### src/rtl/pwrseq_pkg.sv
package pwrseq_pkg;

    typedef enum logic [3:0] {
        ST_IDLE,
        ST_PWR,
        ST_CLK,
        ST_WAIT_A,
        ST_CLAMP,
        ST_WAIT_B,
        ST_REL,
        ST_UNDO_CLK,
        ST_UNDO_PWR
    } seq_state_e;

    typedef enum logic [2:0] {
        CODE_NONE    = 3'd0,
        CODE_INDEX   = 3'd1,
        CODE_POWERED = 3'd2,
        CODE_CLOCK   = 3'd3,
        CODE_CLAMP   = 3'd4
    } result_code_e;

    // One command per cycle from the controller to the domain bank.
    typedef struct packed {
        logic set_rst;
        logic clr_rst;
        logic set_pwr;
        logic clr_pwr;
        logic set_clk;
        logic clr_clk;
        logic clamp;
    } dom_cmd_t;

    // Settling interval in cycles, rounded up, never below one.
    function automatic longint unsigned settle_cycles(longint unsigned hz,
                                                      longint unsigned us);
        longint unsigned c;
        c = (hz * us + 64'd999_999) / 64'd1_000_000;
        if (c == 0) c = 1;
        return c;
    endfunction

    // Clamp position used by domain d (two domains are wired crosswise).
    function automatic int clamp_slot(int d, int a, int b);
        if (d == a) return b;
        if (d == b) return a;
        return d;
    endfunction

endpackage

### src/rtl/pwrseq_timer.sv
module pwrseq_timer #(
    parameter int              CNT_W  = 4,
    parameter logic [CNT_W-1:0] RELOAD = '0
) (
    input  logic clk,
    input  logic rst,
    input  logic load_i,
    input  logic run_i,
    output logic expired_o
);

    logic [CNT_W-1:0] cnt_q;

    always_ff @(posedge clk) begin
        if (rst) begin
            cnt_q <= '0;
        end else if (load_i) begin
            cnt_q <= RELOAD;
        end else if (run_i && (cnt_q != '0)) begin
            cnt_q <= cnt_q - 1'b1;
        end
    end

    assign expired_o = (cnt_q == '0);

endmodule

### src/rtl/pwrseq_ctrl.sv
module pwrseq_ctrl
    import pwrseq_pkg::*;
#(
    parameter int NUM_DOM = 7,
    parameter int IDX_W   = 3
) (
    input  logic               clk,
    input  logic               rst,
    input  logic               start_i,
    input  logic [IDX_W-1:0]   idx_i,
    input  logic [NUM_DOM-1:0] powered_i,
    input  logic               clk_fault_i,
    input  logic               clamp_fault_i,
    input  logic               timer_expired_i,
    output logic               timer_load_o,
    output logic               timer_run_o,
    output dom_cmd_t           cmd_o,
    output logic [IDX_W-1:0]   sel_o,
    output logic               done_o,
    output logic               err_o,
    output result_code_e       code_o
);

    localparam logic [IDX_W:0] IDX_LIM = (IDX_W+1)'(NUM_DOM);

    seq_state_e   state_q, state_d;
    logic [IDX_W-1:0] idx_q, idx_d;
    result_code_e pend_q, pend_d;
    logic         done_d, err_d;
    result_code_e code_d;
    logic         idx_ok;

    assign idx_ok = ({1'b0, idx_i} < IDX_LIM);

    always_comb begin
        state_d      = state_q;
        idx_d        = idx_q;
        pend_d       = pend_q;
        cmd_o        = '0;
        sel_o        = idx_q;
        timer_load_o = 1'b0;
        timer_run_o  = 1'b0;
        done_d       = 1'b0;
        err_d        = 1'b0;
        code_d       = CODE_NONE;
        unique case (state_q)
            ST_IDLE: begin
                sel_o = idx_i;
                if (start_i) begin
                    if (idx_ok) begin
                        cmd_o.set_rst = 1'b1;
                        idx_d         = idx_i;
                        state_d       = ST_PWR;
                    end else begin
                        err_d  = 1'b1;
                        code_d = CODE_INDEX;
                    end
                end
            end
            ST_PWR: begin
                if (powered_i[idx_q]) begin
                    err_d   = 1'b1;
                    code_d  = CODE_POWERED;
                    state_d = ST_IDLE;
                end else begin
                    cmd_o.set_pwr = 1'b1;
                    state_d       = ST_CLK;
                end
            end
            ST_CLK: begin
                if (clk_fault_i) begin
                    pend_d  = CODE_CLOCK;
                    state_d = ST_UNDO_PWR;
                end else begin
                    cmd_o.set_clk = 1'b1;
                    timer_load_o  = 1'b1;
                    state_d       = ST_WAIT_A;
                end
            end
            ST_WAIT_A: begin
                timer_run_o = 1'b1;
                if (timer_expired_i) state_d = ST_CLAMP;
            end
            ST_CLAMP: begin
                if (clamp_fault_i) begin
                    pend_d  = CODE_CLAMP;
                    state_d = ST_UNDO_CLK;
                end else begin
                    cmd_o.clamp  = 1'b1;
                    timer_load_o = 1'b1;
                    state_d      = ST_WAIT_B;
                end
            end
            ST_WAIT_B: begin
                timer_run_o = 1'b1;
                if (timer_expired_i) state_d = ST_REL;
            end
            ST_REL: begin
                cmd_o.clr_rst = 1'b1;
                done_d        = 1'b1;
                state_d       = ST_IDLE;
            end
            ST_UNDO_CLK: begin
                cmd_o.clr_clk = 1'b1;
                state_d       = ST_UNDO_PWR;
            end
            ST_UNDO_PWR: begin
                cmd_o.clr_pwr = 1'b1;
                err_d         = 1'b1;
                code_d        = pend_q;
                state_d       = ST_IDLE;
            end
            default: state_d = ST_IDLE;
        endcase
    end

    always_ff @(posedge clk) begin
        if (rst) begin
            state_q <= ST_IDLE;
            idx_q   <= '0;
            pend_q  <= CODE_NONE;
            done_o  <= 1'b0;
            err_o   <= 1'b0;
            code_o  <= CODE_NONE;
        end else begin
            state_q <= state_d;
            idx_q   <= idx_d;
            pend_q  <= pend_d;
            done_o  <= done_d;
            err_o   <= err_d;
            code_o  <= code_d;
        end
    end

endmodule

### src/rtl/pwrseq_bank.sv
module pwrseq_bank
    import pwrseq_pkg::*;
#(
    parameter int NUM_DOM = 7,
    parameter int IDX_W   = 3,
    parameter int SWAP_A  = 3,
    parameter int SWAP_B  = 4
) (
    input  logic               clk,
    input  logic               rst,
    input  dom_cmd_t           cmd_i,
    input  logic [IDX_W-1:0]   sel_i,
    output logic [NUM_DOM-1:0] rst_o,
    output logic [NUM_DOM-1:0] pwr_o,
    output logic [NUM_DOM-1:0] clk_o,
    output logic [NUM_DOM-1:0] clamp_o
);

    for (genvar i = 0; i < NUM_DOM; i++) begin : g_dom
        // Domain whose clamp-release lands on position i.
        localparam int SRC = clamp_slot(i, SWAP_A, SWAP_B);

        logic hit, clamp_hit;
        assign hit       = (sel_i == IDX_W'(i));
        assign clamp_hit = (sel_i == IDX_W'(SRC));

        always_ff @(posedge clk) begin
            if (rst) begin
                rst_o[i]   <= 1'b0;
                pwr_o[i]   <= 1'b0;
                clk_o[i]   <= 1'b0;
                clamp_o[i] <= 1'b0;
            end else begin
                if (hit && cmd_i.set_rst)      rst_o[i] <= 1'b1;
                else if (hit && cmd_i.clr_rst) rst_o[i] <= 1'b0;

                if (hit && cmd_i.set_pwr)      pwr_o[i] <= 1'b1;
                else if (hit && cmd_i.clr_pwr) pwr_o[i] <= 1'b0;

                if (hit && cmd_i.set_clk)      clk_o[i] <= 1'b1;
                else if (hit && cmd_i.clr_clk) clk_o[i] <= 1'b0;

                clamp_o[i] <= clamp_hit && cmd_i.clamp;
            end
        end
    end

endmodule

### src/rtl/pwr_domain_seq.sv
module pwr_domain_seq
    import pwrseq_pkg::*;
#(
    parameter int              NUM_DOM = 7,
    parameter int              IDX_W   = (NUM_DOM > 1) ? $clog2(NUM_DOM) : 1,
    parameter longint unsigned CLK_HZ  = 100_000_000,
    parameter longint unsigned WAIT_US = 10,
    parameter int              SWAP_A  = 3,
    parameter int              SWAP_B  = 4
) (
    input  logic               clk,
    input  logic               rst,
    input  logic               start_i,
    input  logic [IDX_W-1:0]   dom_idx_i,
    input  logic [NUM_DOM-1:0] dom_powered_i,
    input  logic               clk_fault_i,
    input  logic               clamp_fault_i,
    output logic [NUM_DOM-1:0] dom_rst_o,
    output logic [NUM_DOM-1:0] dom_pwr_req_o,
    output logic [NUM_DOM-1:0] dom_clk_en_o,
    output logic [NUM_DOM-1:0] dom_clamp_rel_o,
    output logic               done_o,
    output logic               err_o,
    output logic [2:0]         err_code_o
);

    localparam longint unsigned WAIT_CYC = settle_cycles(CLK_HZ, WAIT_US);
    localparam int              CNT_W    = $clog2(WAIT_CYC + 1);
    localparam logic [CNT_W-1:0] RELOAD  = CNT_W'(WAIT_CYC - 1);

    dom_cmd_t         cmd;
    logic [IDX_W-1:0] sel;
    logic             t_load, t_run, t_exp;
    result_code_e     code;

    pwrseq_ctrl #(
        .NUM_DOM(NUM_DOM),
        .IDX_W  (IDX_W)
    ) u_ctrl (
        .clk            (clk),
        .rst            (rst),
        .start_i        (start_i),
        .idx_i          (dom_idx_i),
        .powered_i      (dom_powered_i),
        .clk_fault_i    (clk_fault_i),
        .clamp_fault_i  (clamp_fault_i),
        .timer_expired_i(t_exp),
        .timer_load_o   (t_load),
        .timer_run_o    (t_run),
        .cmd_o          (cmd),
        .sel_o          (sel),
        .done_o         (done_o),
        .err_o          (err_o),
        .code_o         (code)
    );

    pwrseq_timer #(
        .CNT_W (CNT_W),
        .RELOAD(RELOAD)
    ) u_timer (
        .clk      (clk),
        .rst      (rst),
        .load_i   (t_load),
        .run_i    (t_run),
        .expired_o(t_exp)
    );

    pwrseq_bank #(
        .NUM_DOM(NUM_DOM),
        .IDX_W  (IDX_W),
        .SWAP_A (SWAP_A),
        .SWAP_B (SWAP_B)
    ) u_bank (
        .clk    (clk),
        .rst    (rst),
        .cmd_i  (cmd),
        .sel_i  (sel),
        .rst_o  (dom_rst_o),
        .pwr_o  (dom_pwr_req_o),
        .clk_o  (dom_clk_en_o),
        .clamp_o(dom_clamp_rel_o)
    );

    assign err_code_o = code;

endmodule

### config.mk
export PLATFORM = sky130hd
export DESIGN_NAME = pwr_domain_seq
export DESIGN_NICKNAME = d
export VERILOG_FILES = /design/src/rtl/pwrseq_pkg.sv /design/src/rtl/pwrseq_timer.sv /design/src/rtl/pwrseq_ctrl.sv /design/src/rtl/pwrseq_bank.sv /design/src/rtl/pwr_domain_seq.sv
export SDC_FILE = /design/constraint.sdc
export NUM_CORES = 1
export LEC_CHECK = 0
export ABC_AREA = 1
export BUFFER_PORTS_ARGS = -buffer_cell sky130_fd_sc_hd__buf_2
export CORE_MARGIN = 2
export CORE_UTILIZATION = 55
export DETAILED_ROUTE_END_ITERATION = 8
export PLACE_DENSITY = 0.79
export SLEW_MARGIN = 20
export SYNTH_ARGS = -nofsm -noshare
export SYNTH_HDL_FRONTEND = slang
export SYNTH_SLANG_ARGS = --single-unit
export TNS_END_PERCENT = 1
### constraint.sdc
create_clock -name clk -period 1.82 [get_ports clk]
set_input_delay 0.091 -clock clk [delete_from_list [all_inputs] [get_ports clk]]
set_output_delay 0.091 -clock clk [all_outputs]
set_load 0.02 [all_outputs]
Yosys cells after proc, flatten, opt, wreduce, memory -nomap -nowiden

Index checks and enable logic that the tools add are counted.

Register bits after elaboration: 53
Input bits: 15
Output and inout bits: 33
Word-level logic and storage cells: 221

Add/subtract/negate cells: 1
$lt $le $gt $ge: 2
Eq/ne operators: 20
Muxes and demuxes: 80
Reduce and logical (&&, ||, !) cells: 82

Operators with widths:

| cell                                                       | count |
|---|---|
| 2-to-1 mux 1 bit                                           | 61 |
| logical AND 1 bit                                          | 50 |
| nonzero test 2 bit                                         | 23 |
| case mux 4 bit (7 select lines)                            | 1 |
| 2-to-1 mux 10 bit                                          | 2 |
| 2-to-1 mux 4 bit                                           | 5 |
| equality test 4 x 3 -> 1 bit, second input constant        | 4 |
| zero test 10 bit                                           | 1 |
| inequality test 2 bit, second input constant               | 5 |
| nonzero test 10 bit                                        | 1 |
| subtractor 10 x 1 -> 10 bit, second input constant         | 1 |
| equality test 3 bit, second input constant                 | 3 |
| 2-to-1 mux 3 bit                                           | 3 |
| case mux 3 bit (3 select lines)                            | 1 |
| equality test 4 x 2 -> 1 bit, second input constant        | 2 |
| equality test 3 x 2 -> 1 bit, second input constant        | 2 |
| 2-to-1 mux 2 bit                                           | 3 |
| case mux 3 bit (2 select lines)                            | 1 |
| AND reduction 3 bit                                        | 2 |
| equality test 4 x 1 -> 1 bit, second input constant        | 1 |
| equality test 4 bit, second input constant                 | 1 |
| zero test 4 bit                                            | 1 |
| less-than comparator 3 x 4 -> 1 bit, second input constant | 1 |
| AND reduction 4 bit                                        | 1 |
| 8 further kinds                                            | 9 |

Depth between registers and ports, before layout

Gate-level depths: netlist (run 1).

Depth in word-level cells: 6
Mapped depth: 12
Gate-level depth less buffers: 12

Hierarchy

A second synthesis (run 1) with hierarchy kept.

Cells, all modules: 359
Area, all modules: 2570.0 um^2

Modules (own cells, without submodules):

| module       | times used | cells an instance | area an instance (um^2) | seq. area each (um^2) |
|---|---|---|---|---|
| pwrseq_bank  | 1          | 140               | 1111.1                  | 560.5 |
| pwrseq_ctrl  | 1          | 123               | 829.5                   | 280.3 |
| pwrseq_timer | 1          | 96                | 629.4                   | 200.2 |

Worst setup path before layout (run 1)

OpenSTA, ideal clock, no wires.

Path kind: register -> register
From: reg u_timer.cnt_q[0]
To: reg u_timer.cnt_q[6]
Library setup time: 0.110 ns
Data arrival time: 1.335 ns
Required time: 1.710 ns
Setup slack: 0.376 ns
Stages on the path, launching flop included: 12
Buffers on the path: 0
Clock period less this slack: 1.444 ns
Cell sequence: dfxtp_1 > inv_1 > ha_1 > nand2_1 > nor2_1 > nand2_1 > nand2_2 > inv_1 > nand3_1 > nand3_1 > nand2_1 > inv_1

Cells in the longest elaborated chain, start to end: 3
Elaborated cells between the ends (all ways): 6
Classes of those cells: add/sub: 1; mux: 2; reduce/logical: 3

Ends and longest elaborated chain:

| item                                                               | RTL line                               | text |
|---|---|---|
| from (decl)                                                        | pwrseq_timer.sv:12                     | `logic [CNT_W-1:0] cnt_q;` |
| from (signal assigned)                                             | pwrseq_timer.sv:20                     | `cnt_q <= cnt_q - 1'b1;` |
| subtractor 10 x 1 -> 10 bit or nonzero test 10 bit (tied branches) | pwrseq_timer.sv:20, pwrseq_timer.sv:19 |  |
| 2-to-1 mux 10 bit or logical AND 1 bit (tied branches)             | pwrseq_timer.sv:19                     | `end else if (run_i && (cnt_q != '0)) begin` |
| 2-to-1 mux 10 bit or nonzero test 2 bit (tied branches)            | n/a                                    |  |

Several ways; a longest one is shown, not always the timed one. The select of a mux whose other input is x is not followed.
A chain may end at the register's enable or synchronous reset.

Final worst setup path (run 1)

From: reg u_ctrl.state_q[0]
To: reg u_ctrl.state_q[1]

Cells in the longest elaborated chain, start to end: 3
Elaborated cells between the ends (all ways): 13
Classes of those cells: eq/ne: 10; mux: 1; reduce/logical: 2

Ends and longest elaborated chain:

| item                                                                                     | RTL line           | text |
|---|---|---|
| from (decl)                                                                              | pwrseq_ctrl.sv:26  | `seq_state_e state_q, state_d;` |
| from (signal assigned)                                                                   | pwrseq_ctrl.sv:126 | `state_q <= state_d;` |
| equality test 4 x 3 -> 1 bit (tied with other cells)                                     | pwrseq_ctrl.sv:46  | `unique case (state_q)` |
| inequality test 2 bit (no source line) or inequality test 2 x 1 -> 1 bit (tied branches) | n/a                |  |
| AND reduction 4 bit (no source line)                                                     | n/a                |  |

Several ways; a longest one is shown, not always the timed one.

==> summary.md, run 1 <==
| Metric | Value |
|---|---|
| Post-Place Cell Area | `0.00287 mm^2` |
| Area occupied by multi-input gates | `0.00131 mm^2` |
| Share of layout cells above drive strength 1 | `24.3%` |
| Sequential cell area in the final layout | `0.00104 mm^2` |
| DR DRC count | `0` |
| Final-report max-slew violation count | `0` |
| Async set or reset register ratio after synthesis | `0%` |
| Main synth FF type | `sky130_fd_sc_hd__dfxtp_1` |
| Number of hold violations in the final report | `0` |
| Crit path max-delay family | `simple AND/OR/NAND/NOR gates` |
| Worst hold slack across all endpoints | `0.129 ns` |
| Number of failing setup endpoints in the final timing report | `0` |
| Number of synthesized flops with an enable pin | `0` |
| Total CTS buffers | `5` |
| CP max FO | `6` |
| Initial standard-cell utilization of the core | `57.9%` |
| Number of maximum-capacitance constraint violations | `0` |
| Core Footprint | `0.00441 mm^2` |
| Number of global-route vias before repair | `2272` |
| Worst hold-check path type | `primary input to register` |
| All-Layer GR Usage | `roughly 25%` |
| WL final | `6140 um` |
| Total buffers and inverters traversed by the critical path | `2` |
| Setup bufs post-CTS | `0` |
| Detail-routed via count per cell | `5.41` |
| Cells on Worst Hold Path | `3` |
| Post-Layout Inst Area | `0.00300 mm^2` |
| Post-route ant nets | `0` |
| Hold path startpoint | `dom_idx_i[1]` |
| Number of cell instances on the worst register-to-register path | `7` |
| Maximum number of pins on one net before global-route repair | `31` |
| Worst path required time | `2.06 ns` |
| Cell occurring most often along the worst timing path | `sky130_fd_sc_hd__nand2_1` |
| Global-route wire length before repair | `~10000 um` |
| Cell row count | `24` |
| Worst setup path class | `register to register` |
| Total number of cells along the worst setup path | `7` |
| Worst min-delay path endpoint | `u_ctrl.idx_q[1]` |
| Gr ovfl total | `0` |
| Largest buffer count on any clock path | `2` |
| Synthesized netlist net count | `369` |
| Unrepaired setup endpoints after global routing | `no` |
| Master cell of the clock root buffer | `sky130_fd_sc_hd__clkbuf_8` |
| I/O pin total | `48` |
| Per-cell routed wire length | `13.3 um` |
| Hold buffers post-CTS | `0` |
| Reg-to-reg endpoint | `u_ctrl.state_q[1]` |
| R2R Path Start | `u_ctrl.state_q[0]` |
| Area added between synthesis and finish | `17.3%` |
| Height of the die | `~72 um` |
| Uppermost signal routing layer after detailed routing | `met4` |
| Later-pin clock latency in the skew report | `about 0.31 ns` |
| Worst path setup slack after routing | `0.167 ns` |
| Initial antenna violation count | `0` |
| Number of synthesis warnings | `0` |
| Pwr/cell area | `around 1700 mW/mm^2` |
| Fin crit period | `1.65 ns` |
| Series of cell instances along the critical path | `inv_1 -> nor3_2 -> buf_4 -> nand2_1 -> nand2_1 -> nand2_1 -> a21oi_1` |
| Minimum setup slack among reg-to-reg paths | `0.17 ns` |
| Post-route clock period utilization | `around 91%` |
| Fmax achieved | `605 MHz` |
| Slew @ Worst Pin | `around 0.47 ns` |
| Full die area | `0.00521 mm^2` |
| Worst clock skew | `approximately 0.0069 ns` |
| Part of the Yosys area used for sequential elements | `40.7%` |
| Routed wl met3 | `335 um` |
| Most common library cell in the layout ignoring fill and taps | `sky130_fd_sc_hd__nand2_1` |
| First drt pass iteration count | `5` |
| Outcome | `completed` |
| Kind of launch point of the worst setup path | `register` |
| Routability congestion estimate | `0.889` |
| Wire length on met2 | `2840 um` |
| Worst ir drop on vdd | `approximately 0.00086 V` |
| Critical-path top delay cell | `sky130_fd_sc_hd__dfxtp_1` |
| Detailed placer's ending HPWL | `~4400 um` |
| Post-cts sizing count | `0` |
| Clock input transition at the sequential cells of the worst setup and hold paths | `0.09 ns` |
| H-tree levels | `2` |
| Count of cell types in the netlist | `34` |
| Total leakage power | `between 1 and 1.5 nW` |
| Max-slew headroom at the worst pin | `around two thirds` |
| Worst-case setup slack after placement | `around 0.12 ns` |
| Summed negative setup slack over all endpoints | `0 ns` |
| Number of clock sinks | `52` |
| Kind of capture point of the worst setup path | `register` |
| Fill cells | `363` |
| Arrival time of the worst setup path | `1.89 ns` |
| Gate count after technology mapping | `around 350` |
| Total Nets Final | `around 420` |
| Commonest non-fill, non-tap cells in the layout | `88 x sky130_fd_sc_hd__nand2_1, 52 x sky130_fd_sc_hd__dfxtp_1, 47 x sky130_fd_sc_hd__buf_2` |
| Clock tree from TritonCTS | `built` |
| Number of input and output port buffers inserted | `47` |
| Die width | `72.2 um` |
| Worst path max stage delay | `roughly 0.5 ns` |
| Routed vias | `2490` |
| Synthesized area | `0.00256 mm^2` |
| Initial DRC count | `175` |
| Synthesis-stage register bit count | `between 50 and 60` |
| Average footprint of a synthesized cell | `7.24 um^2` |
| Detailed-route wire length on metal 1 | `2850 um` |
| Number of inserted diodes | `0` |
## state kept, by name (all words and copies together), names as in the netlist
register / count
u_timer.cnt_q: 10
u_bank.clamp_o: 7
u_bank.clk_o: 7
u_bank.pwr_o: 7
u_bank.rst_o: 7
u_ctrl.state_q: 4
u_ctrl.code_o: 3
u_ctrl.idx_q: 3
u_ctrl.pend_q: 2
u_ctrl.done_o: 1
u_ctrl.err_o: 1
## per-stage QoR
stage / instances / utilization, % / power (W)
after floorplan: 353 / - / 0.00372
after global placement: 452 / 65.0 / 0.00420
after detailed placement: 452 / 65.0 / 0.00424
after CTS: 460 / 67.8 / 0.00509
after global routing: 460 / 67.9 / 0.00555
final: 460 / 67.9 / 0.00515
## cell usage after synthesis (4+ instances only)
cell                       instances  share of area (%)
sky130_fd_sc_hd__a21oi_1          35                6.8
sky130_fd_sc_hd__clkbuf_1          4               0.59
sky130_fd_sc_hd__dfxtp_1          52                 41
sky130_fd_sc_hd__inv_1            36                5.3
sky130_fd_sc_hd__nand2_1          88                 13
sky130_fd_sc_hd__nand2_2           9                2.2
sky130_fd_sc_hd__nand2_4           5                2.2
sky130_fd_sc_hd__nand3_1          33                6.5
sky130_fd_sc_hd__nand4_1          14                3.4
sky130_fd_sc_hd__nor2_1           22                3.2
sky130_fd_sc_hd__nor2_2            5                1.2
sky130_fd_sc_hd__nor2_4            5                2.2
sky130_fd_sc_hd__nor3_1           10                2.0
sky130_fd_sc_hd__o21ai_0           8                1.6
## area by class of cell
type / count / area share, %
multi-input cells: 253 / 43.8
flip-flops and latches: 52 / 34.7
repair buffers: 56 / 10.1
inverters: 39 / 5.05
clock buffers: 7 / 3.21
well taps: 52 / 2.17
clock inverters: 1 / 1.00
## how the worst max path moves through the flow
stage | from | end
floorplan | u_timer.cnt_q[0] | u_timer.cnt_q[6]
CTS | u_timer.cnt_q[0] | u_ctrl.state_q[1]
global route | u_timer.cnt_q[0] | u_timer.cnt_q[6]
finish | u_ctrl.state_q[0] | u_ctrl.state_q[1]
global placement | u_timer.cnt_q[0] | u_ctrl.state_q[1]
detailed placement | u_timer.cnt_q[0] | u_ctrl.state_q[1]
## worst register-to-register path, delay by kind of cell, from the launching register on
| kind | cells | cell delay [ns] |
|---|---|---|
| flip-flops | 1 | 0.51 |
| AO/OA/AOI/OAI | 1 | 0.13 |
| buffers and inverters | 2 | 0.38 |
| AND/OR/NAND/NOR | 4 | 0.56 |
## kinds of logic (layout without fill, tap and decap cells)
family	Yosys count	after routing	share of synthesized area, %
flip-flops	52	52	40.7
adder cells (fa/ha/maj)	1	1	0.489
AO/OA/AOI/OAI	50	50	10.8
AND/OR/NAND/NOR	199	199	38.9
XOR/XNOR	3	3	1.03
buffers and inverters	48	103	8.07
## per-layer routing
layer | global-route usage (%) | up-vias
met5 | 0 | -
met4 | 9.22 | 0
met3 | 4.58 | 14
met2 | 40.9 | 77
met1 | 32.4 | 1138
li1 | - | 1261
## power by group
part           switching (W)  internal, W  total (W)
sequential          0.000233      0.00136    0.00159
combinational        0.00183     0.000867    0.00270
clock               0.000370     0.000485   0.000855
(Power assumes the default switching activity.)
==> run 2, diff against run 1 <==
--- a/config.mk
+++ b/config.mk
@@ -9,9 +9,9 @@
 export BUFFER_PORTS_ARGS = -buffer_cell sky130_fd_sc_hd__buf_2
 export CORE_MARGIN = 2
 export CORE_UTILIZATION = 55
+export CTS_BUF_LIST = sky130_fd_sc_hd__clkbuf_16
 export DETAILED_ROUTE_END_ITERATION = 8
 export PLACE_DENSITY = 0.79
-export SLEW_MARGIN = 20
 export SYNTH_ARGS = -nofsm -noshare
 export SYNTH_HDL_FRONTEND = slang
 export SYNTH_SLANG_ARGS = --single-unit
==> run 2 against run 1 <==
Effect of this change: die area unchanged; sequential power hardly changed; largest power group unchanged; global-route usage grew 0.15 points; combinational power about the same; first-iteration DRC count up 21%; final cell count did not move; clock skew rose by 0.0014 ns.
==> summary.md, run 2 (synthesized netlist as in run 1, its figures left out) <==
| Metric | Value |
|---|---|
| Area added between synthesis and finish | `18.8%` |
| Kind of capture point of the worst setup path | `register` |
| Master cell of the clock root buffer | `sky130_fd_sc_hd__clkbuf_16` |
| Max-slew headroom at the worst pin | `70.9% (+2.3 points)` |
| Number of maximum-capacitance constraint violations | `0 (unchanged)` |
| CP max FO | `11 (+5)` |
| Largest buffer count on any clock path | `2 (unchanged)` |
| Clock input transition at the sequential cells of the worst setup and hold paths | `0.06 ns (-0.03 ns)` |
| Initial standard-cell utilization of the core | `57.9% (unchanged)` |
| Detail-routed via count per cell | `5.32 (-1.6%)` |
| Unrepaired setup endpoints after global routing | `yes` |
| Per-cell routed wire length | `13.1 um (-1.8%)` |
| R2R Path Start | `u_ctrl.state_q[1]` |
| Kind of launch point of the worst setup path | `register` |
| Most common library cell in the layout ignoring fill and taps | `sky130_fd_sc_hd__nand2_1` |
| Total leakage power | `1.36 nW (+1.4%)` |
| Post-cts sizing count | `0 (unchanged)` |
| Combinational group share of total power | `50.8% (-1.7 points)` |
| Detailed placer's ending HPWL | `4390 um (unchanged)` |
| Number of global-route vias before repair | `2254 (-0.79%)` |
| Number of inserted diodes | `0 (unchanged)` |
| Die width | `72.2 um (unchanged)` |
| Height of the die | `72.2 um (unchanged)` |
| Cell row count | `24 (unchanged)` |
| Register with the most flip-flops | `u_timer.cnt_q` |
| Worst setup path class | `register to register` |
| Slew @ Worst Pin | `0.436 ns (-0.0351 ns)` |
| Worst ir drop on vdd | `0.000802 V (-6.6%)` |
| Worst hold slack across all endpoints | `0.154 ns (+0.0250 ns)` |
| Core Footprint | `0.00441 mm^2 (unchanged)` |
| Post-route clock period utilization | `90.3% (-0.48 points)` |
| Number of hold violations in the final report | `0 (unchanged)` |
| Net Switching | `0.00247 W (+1.4%)` |
| Worst path required time | `2.03 ns (-0.03 ns)` |
| Final-report max-slew violation count | `0 (unchanged)` |
| Largest register FFs | `10 (unchanged)` |
| First drt pass iteration count | `4 (-1)` |
| Power Internal | `0.00287 W (+5.8%)` |
| Share of layout cells above drive strength 1 | `23.8% (-0.49 points)` |
| All-Layer GR Usage | `25.0% (+0.15 points)` |
| Initial antenna violation count | `0 (unchanged)` |
| Arrival time of the worst setup path | `1.85 ns (-0.04 ns)` |
| Number of failing setup endpoints in the final timing report | `0 (unchanged)` |
| Fin crit period | `1.64 ns (-0.00883 ns)` |
| Full die area | `0.00521 mm^2 (unchanged)` |
| Final cell utilization of the core | `68.8% (+0.88 points)` |
| Setup bufs post-CTS | `0 (unchanged)` |
| Worst clock skew | `0.00836 ns (+0.00144 ns)` |
| Clock tree from TritonCTS | `built` |
| Pwr/cell area | `1760 mW/mm^2 (+2.4%)` |
| Minimum setup slack among reg-to-reg paths | `0.18 ns (about the same)` |
| Total Nets Final | `423 (unchanged)` |
| Summed negative setup slack over all endpoints | `0 ns (unchanged)` |
| Reg-to-reg endpoint | `u_bank.rst_o[0]` |
| Gr ovfl total | `0 (unchanged)` |
| Outcome | `completed` |
| Clock power share | `19.4% (+2.8 points)` |
| Maximum number of pins on one net before global-route repair | `31 (unchanged)` |
| I/O pin total | `48 (unchanged)` |
| Global-route wire length before repair | `10100 um (-0.28%)` |
| Total CTS buffers | `5 (unchanged)` |
| WL final | `6030 um (-1.8%)` |
| Commonest non-fill, non-tap cells in the layout | `88 x sky130_fd_sc_hd__nand2_1, 52 x sky130_fd_sc_hd__dfxtp_1, 47 x sky130_fd_sc_hd__buf_2` |
| Initial DRC count | `212 (+21%)` |
| Post-route ant nets | `0 (unchanged)` |
| H-tree levels | `2 (unchanged)` |
| Cells on Worst Hold Path | `3 (unchanged)` |
| Fmax achieved | `608 MHz (+0.54%)` |
| Worst min-delay path endpoint | `u_ctrl.idx_q[1]` |
| Hold buffers post-CTS | `0 (unchanged)` |
| Routed vias | `2449 (-1.6%)` |
| Worst hold-check path type | `primary input to register` |
| DR DRC count | `0 (unchanged)` |
| Part of the total power dissipated in sequential elements | `29.8% (-1.1 points)` |
| Switching Fraction | `46.3% (-1.1 points)` |
| Number of cell instances on the worst register-to-register path | `9 (+2)` |
| Routability congestion estimate | `0.889 (unchanged)` |
| Later-pin clock latency in the skew report | `0.29 ns (-0.02 ns)` |
| Number of input and output port buffers inserted | `47 (unchanged)` |
| Number of clock sinks | `52 (unchanged)` |
| Hold path startpoint | `dom_idx_i[1]` |
## run 2: cell count changes in the layout (fill, tap and decap cells not counted)
| cell | previous run | this run |
|---|---|---|
| sky130_fd_sc_hd__nand2_2 | 9 | 8 |
| sky130_fd_sc_hd__nand2_4 | 5 | 6 |
| sky130_fd_sc_hd__inv_4 | 2 | 1 |
| sky130_fd_sc_hd__clkbuf_16 | 0 | 5 |
| sky130_fd_sc_hd__clkbuf_8 | 7 | 0 |
| sky130_fd_sc_hd__clkinv_1 | 0 | 2 |
| sky130_fd_sc_hd__inv_2 | 2 | 3 |
## run 2: metrics by stage
| step | cell area, um^2 | cells | setup WS [ns] | total power [W] |
|---|---|---|---|---|
| finish | 3040 | 460 | 0.176 | 0.00534 |
| global route | 3040 | 460 | -0.0135 | 0.00576 |
| CTS | 3030 | 460 | 0.101 | 0.00528 |
| detailed placement | 2870 | 452 | 0.123 | 0.00424 |
| global placement | 2870 | 452 | 0.160 | 0.00420 |
| floorplan | 2560 | 353 | 0.376 | 0.00372 |
## run 2: worst max path at each step
| stage | startpoint | to | depth (start not counted) |
|---|---|---|---|
| after floorplan | u_timer.cnt_q[0] | u_timer.cnt_q[6] | 11 |
| after global placement | u_timer.cnt_q[0] | u_ctrl.state_q[1] | 10 |
| after detailed placement | u_timer.cnt_q[0] | u_ctrl.state_q[1] | 10 |
| after CTS | u_timer.cnt_q[0] | u_ctrl.state_q[1] | 10 |
| after global routing | u_ctrl.state_q[3] | u_bank.rst_o[0] | 9 |
| final | u_ctrl.state_q[1] | u_bank.rst_o[0] | 9 |
## run 2: worst max-delay path: stages, from the launching register on
cell and delay [ns]:
sky130_fd_sc_hd__dfxtp_1 0.42, sky130_fd_sc_hd__nor2_8 0.20, sky130_fd_sc_hd__nand2_4 0.11, sky130_fd_sc_hd__nand2_2 0.10, sky130_fd_sc_hd__nand2_4 0.07, sky130_fd_sc_hd__inv_2 0.16
sky130_fd_sc_hd__nand2_2 0.11, sky130_fd_sc_hd__nor2_2 0.15, sky130_fd_sc_hd__nand2_1 0.07, sky130_fd_sc_hd__a21oi_1 0.18
## run 2: routing by layer
| layer | vias to the layer above | track usage (%) | routed length (um) |
|---|---|---|---|
| li1 | 1263 | - | - |
| met1 | 1103 | 33.0 | 2750 |
| met2 | 73 | 39.7 | 2860 |
| met3 | 10 | 6.39 | 322 |
| met4 | 0 | 8.60 | 89 |
| met5 | - | 0 | 0 |
## run 2: cell type report
type | instances | area (um^2)
Tap cell | 52 | 65.1
Fill cell | 362 | 1380
Inverter | 39 | 149
Sequential cell | 52 | 1040
Clock buffer | 5 | 125
Multi-Input combinational cell | 253 | 1320
Clock inverter | 3 | 37.5
Timing Repair Buffer | 56 | 303
## run 2: power by group through the flow
stage	clock [W]	combinational [W]	sequential (W)
6_report	0.00104	0.00271	0.00159
3_5_place_dp	0	0.00264	0.00160
4_1_cts	0.00105	0.00264	0.00159
3_3_place_gp	0	0.00259	0.00161
5_1_grt	0.00110	0.00304	0.00162
2_1_floorplan	0	0.00209	0.00163
